`config.mk`:
```
export PLATFORM = sky130hd
export DESIGN_NAME = aud_clkgen
export DESIGN_NICKNAME = d
export VERILOG_FILES = /design/src/rtl/aud_clkgen_pkg.sv /design/src/rtl/aud_ratio_lut.sv /design/src/rtl/aud_clk_fsm.sv /design/src/rtl/aud_clk_counter.sv /design/src/rtl/aud_clkgen.sv
export SDC_FILE = /design/constraint.sdc
export NUM_CORES = 1
export LEC_CHECK = 0
export ABC_CLOCK_PERIOD_IN_PS = 3700
export BUFFER_PORTS_ARGS = -buffer_cell sky130_fd_sc_hd__buf_2
export CAP_MARGIN = 20
export CORE_MARGIN = 2
export CORE_UTILIZATION = 49
export CTS_CLUSTER_DIAMETER = 120
export DETAILED_ROUTE_END_ITERATION = 8
export GPL_ROUTABILITY_DRIVEN = 0
export PLACE_DENSITY = 0.69
export SLEW_MARGIN = 20
export SYNTH_ARGS = -nofsm -noshare
export SYNTH_HDL_FRONTEND = slang
export SYNTH_SLANG_ARGS = --single-unit
```
`constraint.sdc`:
```
create_clock -name clk -period 3.7 [get_ports clk]
set_clock_uncertainty 0.05 [all_clocks]
set_input_delay 0.185 -clock clk [delete_from_list [all_inputs] [get_ports clk]]
set_output_delay 0.185 -clock clk [all_outputs]
set_load 0.02 [all_outputs]
```
`src/rtl/aud_clkgen_pkg.sv`:
```
`timescale 1ns/1ps
package aud_clkgen_pkg;
    typedef enum logic [1:0] {
        ST_STOP      = 2'd0,
        ST_ACTIVE    = 2'd1,
        ST_KEEPALIVE = 2'd2,
        ST_FAULT     = 2'd3
    } clk_state_e;
endpackage

```
`src/rtl/aud_ratio_lut.sv`:
```
`timescale 1ns/1ps
// Maps the ratio code to a half-period length in ticks.
module aud_ratio_lut #(
    parameter int CODE_W  = 4,
    parameter int RATIO_W = 8,
    parameter int POW_CNT = 8,   // codes giving pure powers of two
    parameter int SIX_CNT = 5    // codes giving six times a power of two
) (
    input  logic [CODE_W-1:0]  code,
    output logic [RATIO_W-1:0] ratio,
    output logic               reserved
);
    localparam int SIX_LAST = POW_CNT + SIX_CNT - 1;

    always_comb begin
        ratio    = '0;
        reserved = 1'b0;
        if (int'(code) < POW_CNT) begin
            ratio = RATIO_W'(1) << code;
        end else if (int'(code) <= SIX_LAST) begin
            ratio = RATIO_W'(6) << (code - CODE_W'(POW_CNT));
        end else begin
            reserved = 1'b1;
        end
    end
endmodule

```
`src/rtl/aud_clk_fsm.sv`:
```
`timescale 1ns/1ps
module aud_clk_fsm
    import aud_clkgen_pkg::*;
(
    input  logic clk,
    input  logic rst_n,
    input  logic ctrl_mode,
    input  logic reserved,
    input  logic run_req,
    input  logic keep_frame,
    output logic running,
    output logic active,
    output logic oe,
    output logic fault
);
    clk_state_e state_q, state_d;

    always_comb begin
        if (!ctrl_mode)      state_d = ST_STOP;
        else if (reserved)   state_d = ST_FAULT;
        else if (run_req)    state_d = ST_ACTIVE;
        else if (keep_frame) state_d = ST_KEEPALIVE;
        else                 state_d = ST_STOP;
    end

    always_ff @(posedge clk or negedge rst_n) begin
        if (!rst_n) state_q <= ST_STOP;
        else        state_q <= state_d;
    end

    always_comb begin
        running = 1'b0;
        active  = 1'b0;
        oe      = 1'b0;
        fault   = 1'b0;
        unique case (state_q)
            ST_STOP:      ;
            ST_ACTIVE:    begin running = 1'b1; active = 1'b1; oe = 1'b1; end
            ST_KEEPALIVE: begin running = 1'b1; oe = 1'b1; end
            ST_FAULT:     fault = 1'b1;
            default:      ;
        endcase
    end
endmodule

```
`src/rtl/aud_clk_counter.sv`:
```
`timescale 1ns/1ps
// Tick divider, bit-slot index and frame phase.
module aud_clk_counter #(
    parameter int RATIO_W   = 8,
    parameter int SLOT_BITS = 32
) (
    input  logic               clk,
    input  logic               rst_n,
    input  logic               running,
    input  logic               tick,
    input  logic [RATIO_W-1:0] ratio,
    output logic               bck_raw,
    output logic               frame_raw,
    output logic               shift_raw,
    output logic               fedge_raw
);
    localparam int IDX_W = $clog2(2 * SLOT_BITS);
    localparam logic [IDX_W-1:0] HALF_LAST = IDX_W'(SLOT_BITS - 1);
    localparam logic [IDX_W-1:0] LAST      = IDX_W'(2 * SLOT_BITS - 1);

    logic [RATIO_W-1:0] div_cnt;
    logic [IDX_W-1:0]   idx;

    always_ff @(posedge clk or negedge rst_n) begin
        if (!rst_n) begin
            div_cnt   <= '0;
            idx       <= '0;
            bck_raw   <= 1'b0;
            frame_raw <= 1'b0;
            shift_raw <= 1'b0;
            fedge_raw <= 1'b0;
        end else if (!running) begin
            div_cnt   <= '0;
            idx       <= '0;
            bck_raw   <= 1'b0;
            frame_raw <= 1'b0;
            shift_raw <= 1'b0;
            fedge_raw <= 1'b0;
        end else begin
            shift_raw <= 1'b0;
            fedge_raw <= 1'b0;
            if (tick) begin
                if (div_cnt >= ratio - RATIO_W'(1)) begin
                    div_cnt <= '0;
                    bck_raw <= ~bck_raw;
                    if (bck_raw) begin
                        shift_raw <= 1'b1;
                        idx       <= (idx == LAST) ? '0 : idx + IDX_W'(1);
                        if (idx == HALF_LAST || idx == LAST) begin
                            frame_raw <= ~frame_raw;
                            fedge_raw <= 1'b1;
                        end
                    end
                end else begin
                    div_cnt <= div_cnt + RATIO_W'(1);
                end
            end
        end
    end
endmodule

```
`src/rtl/aud_clkgen.sv`:
```
`timescale 1ns/1ps
module aud_clkgen #(
    parameter int CODE_W    = 4,
    parameter int RATIO_W   = 8,
    parameter int SLOT_BITS = 32
) (
    input  logic              clk,
    input  logic              rst_n,
    input  logic              mck_tick_a,
    input  logic              mck_tick_b,
    input  logic              src_sel,
    input  logic [CODE_W-1:0] div_code,
    input  logic              ctrl_mode,
    input  logic              bck_inv,
    input  logic              frm_inv,
    input  logic              keep_frame,
    input  logic              run_req,
    output logic              bck_o,
    output logic              frame_o,
    output logic              clk_oe,
    output logic              shift_stb,
    output logic              frame_stb,
    output logic              cfg_err
);
    logic [RATIO_W-1:0] ratio;
    logic reserved, running, active, oe, fault;
    logic bck_raw, frame_raw, shift_raw, fedge_raw;
    logic tick;

    assign tick = src_sel ? mck_tick_b : mck_tick_a;

    aud_ratio_lut #(.CODE_W(CODE_W), .RATIO_W(RATIO_W)) u_lut (
        .code(div_code), .ratio(ratio), .reserved(reserved)
    );

    aud_clk_fsm u_fsm (
        .clk(clk), .rst_n(rst_n), .ctrl_mode(ctrl_mode), .reserved(reserved),
        .run_req(run_req), .keep_frame(keep_frame),
        .running(running), .active(active), .oe(oe), .fault(fault)
    );

    aud_clk_counter #(.RATIO_W(RATIO_W), .SLOT_BITS(SLOT_BITS)) u_cnt (
        .clk(clk), .rst_n(rst_n), .running(running), .tick(tick), .ratio(ratio),
        .bck_raw(bck_raw), .frame_raw(frame_raw),
        .shift_raw(shift_raw), .fedge_raw(fedge_raw)
    );

    assign bck_o     = (bck_raw & running) ^ bck_inv;
    assign frame_o   = (frame_raw & running) ^ frm_inv;
    assign clk_oe    = oe;
    assign cfg_err   = fault;
    assign shift_stb = shift_raw & active;
    assign frame_stb = fedge_raw & active;
endmodule

```
==> results by group <==
Outcome
  • Status: complete, no violations

Yosys
  • Syn Nets: ~220
  • Post-synth top area cell: dfrtp_1
  • Synth Register Bits: 20
  • Largest cells by area after synthesis: dfrtp_1 31%, ha_1 13%, nand2_1 5.1%
  • Sequential area share after synthesis: 30.8%
  • Avg Cell Area, Syn: a little under 9 sq um
  • Main flop type after synthesis: dfrtp_1
  • Asr flop ratio synth: 100%
  • Ys Warns: 0
  • Syn Inst Count: 184
  • Synth unique cells: 47
  • Post-synth EDFFs: 0
  • Yosys top cell area share: between 30% and 40%
  • Syn Std Cell Area: 1630 sq um

Power and ir drop
  • VDD IR max: slightly above 0.0001 V
  • Pwr/cell area: roughly 260 nW/um^2
  • Pleak: roughly 0.81 nW
  • Total design power: about 0.00047 W

STA
  • Slew HR: about half
  • Max Fclk: around 330 MHz
  • Number of setup violations in the final report: 0
  • Final Max Tran Viols: 0
  • Worst Slack Setup Final: ~0.65 ns
  • Fin. Hold Viols: 0
  • Setup TNS: 0 ns
  • Worst slew pin tran: ~0.73 ns
  • Period Utilization, post-route: 82.4%
  • RSZ-0062 raised after global routing: false
  • Min cycle time layout: around 3 ns

Detailed routing
  • Residual DRC count: 0
  • Vias per inst: around 5.5
  • Routed vias: ~1300
  • Final WL: between 3 and 4 mm
  • Initial drt markers: 56
  • Avg WL per Cell: roughly 13 um
  • Antenna-violating nets left: 0
  • Pre-Repair DR Iteration Count: 4

Worst hold path
  • Hold/Removal Path Class: in -> reg

Die
  • Area of the die: between 3000 and 4000 sq um
  • Die height: roughly 62 um
  • Initial Util: roughly 52%
  • Row count: 20
  • Core ar.: 3100 sq um
  • I/O pins: 20
  • Die Wd: 61.6 um

Final layout
  • Share of cells above drive strength 1: about a fifth
  • Antenna diodes: 0
  • Nets: 233
  • Fill cells: between 300 and 400
  • Area Overhead vs Synth: 9.70%

Worst setup path
  • CP startpoint kind: input port
  • Arrival time worst endpoint: around 3.2 ns
  • Critical Path RT: slightly below 4 ns
  • Crit-path cells: buf_2 > inv_1 > ha_1 > mux2_2 > a22oi_1 > nand2_1 > nor4_1 > xor2_1 > ha_1 > nand2_1 > o21ai_1 > a21oi_4 > or4_1 > a21oi_1
  • Crit. End Element: register
  • CP bufs+invs: 2
  • Crit Path Class: in -> reg
  • Slowest CP cell: or4_1
  • CP max stage delay: 0.50 ns
  • Worst path top cell family by delay: compound AO/OA/AOI/OAI gates
  • CP max FO: 18

GRT
  • Largest net degree at the start of global routing: 21
  • Overflow after GRT: 0
  • First-pass GRT wire length: around 5.2 mm
  • GRT Util Overall: between 10% and 20%
  • Initial antenna violation count: 0
  • Vias in the first global route: about 1300

CTS
  • CTS Buffer Depth: 2
  • H-tree depth: 1
  • CTS Root Cell: clkbuf_4
  • CTS tree: yes
  • Clock Sinks: 20
  • CTS clk-pin slew, worst paths: roughly 0.12 ns
  • Clock buffer count from CTS: 3
  • Clk_lat worst skew: roughly 0.30 ns

Placement
  • Pre-CTS WS: ~0.33 ns
  • Port-buffer cells: 19
  • Hpwl dp: approximately 2.4 mm

Job
  • Max Cap Viol: 0
## where the power goes
group,switching [W],internal (W),leakage (nW)
combinational,0.0000674,0.0000471,0.515
sequential,0.00000341,0.000222,0.276
clock,0.0000674,0.0000599,0.0210
total,0.000138,0.000329,0.812
## final cells by class
type / instances / area [sq um] / share of cell area [%]
Tap cell: 44 / 55.1 / 3.09
Timing Repair Buffer: 20 / 105 / 5.89
Inverter: 9 / 33.8 / 1.89
Clock buffer: 4 / 36.3 / 2.04
Multi-Input combinational cell: 148 / 1050 / 59.0
Sequential cell: 20 / 500 / 28.1
## per-layer routing
layer / vias to the layer above / global-route usage (%) / wire length [um]
li1: 692 / - / -
met5: - / 0 / 0
met3: 2 / 1.89 / 83
met1: 628 / 23.6 / 1530
met4: 0 / 6.38 / 27
met2: 21 / 32.0 / 1500
## synth_stat cells (2+ instances only)
cell,n
buf_2,3
nand2b_1,2
nand4_1,2
nand2_1,22
nor3_1,6
o31ai_1,3
o21a_1,2
nand3_1,7
ha_1,17
or3_1,4
inv_1,9
mux2_2,2
xor2_1,3
nor2b_1,3
clkbuf_1,2
nand3b_1,2
nor2_1,6
o21ai_0,10
nor3b_1,2
and3_1,2
a21oi_1,13
or4_1,5
and2_1,3
mux2i_1,3
xnor2_1,5
dfrtp_1,20
or2_2,6
## worst paths after layout
path / from / end / slack, ns / depth (start not counted)
setup / recovery: div_code[1] / u_cnt.idx[3] / 0.65 / 14
hold / removal: ctrl_mode / u_fsm.state_q[0] / 0.05 / 2
setup reg to reg: u_fsm.state_q[1] / u_cnt.div_cnt[7] / 1.41 / 6
hold reg to reg: u_cnt.frame_raw / u_cnt.frame_raw / 0.53 / 2
max in group asynchronous: rst_n / u_cnt.div_cnt[0] / 2.97 / 2
min in group asynchronous: rst_n / u_cnt.fedge_raw / 0.31 / 2
## sequential cells by signal, indices dropped and copies added (netlist names)
register,flops
u_cnt.div_cnt,8
u_cnt.idx,6
u_fsm.state_q,2
u_cnt.bck_raw,1
u_cnt.fedge_raw,1
u_cnt.frame_raw,1
u_cnt.shift_raw,1
## stage by stage
stage / util, % / cells / instance area, sq um / hold WS [ns]
after floorplan: - / 184 / 1630 / -0.161
after CTS: 57.5 / 245 / 1780 / 0.0452
final: 57.5 / 245 / 1780 / 0.0543
after detailed placement: 56.0 / 240 / 1740 / 0.114
after global routing: 57.5 / 245 / 1780 / 0.0432
after global placement: 56.0 / 240 / 1740 / 0.111
## cells in the final DEF, fill, tap and decap left out, types with 2 or more instances in the layout
cell type / count
nor2b_1: 3
mux2i_1: 3
nand2_1: 22
nor3b_1: 2
dfrtp_1: 20
and3_1: 2
ha_1: 17
nand3b_1: 2
nand2b_1: 2
and2_1: 3
a21oi_1: 13
buf_2: 19
or3_1: 4
inv_1: 9
nor3_1: 6
o21ai_0: 10
or2_2: 6
xnor2_1: 5
xor2_1: 3
clkbuf_4: 3
nand3_1: 7
o21a_1: 2
nor2_1: 6
or4_1: 5
mux2_2: 2
nand4_1: 2
o31ai_1: 3
## kinds of logic (layout without fill, tap and decap cells)
| group | Yosys count | in the layout | share of synthesized area [%] |
|---|---|---|---|
| simple gates | 75 | 75 | 24.9 |
| flops | 20 | 20 | 30.8 |
| mux | 5 | 5 | 3.23 |
| buf+inv | 16 | 33 | 4.46 |
| xor+xnor | 8 | 8 | 4.31 |
| fa+ha+maj | 17 | 17 | 13.1 |
| compound gates | 43 | 43 | 19.2 |
## repair_timing
action | in CTS | in global routing
buffers inserted | 0 | 0
endpoints found under the hold margin | 20 | 0
hold buffers | 1 | 0
gates resized for setup | 0 | 0
Note: power is estimated with default switching activity, not from simulation.
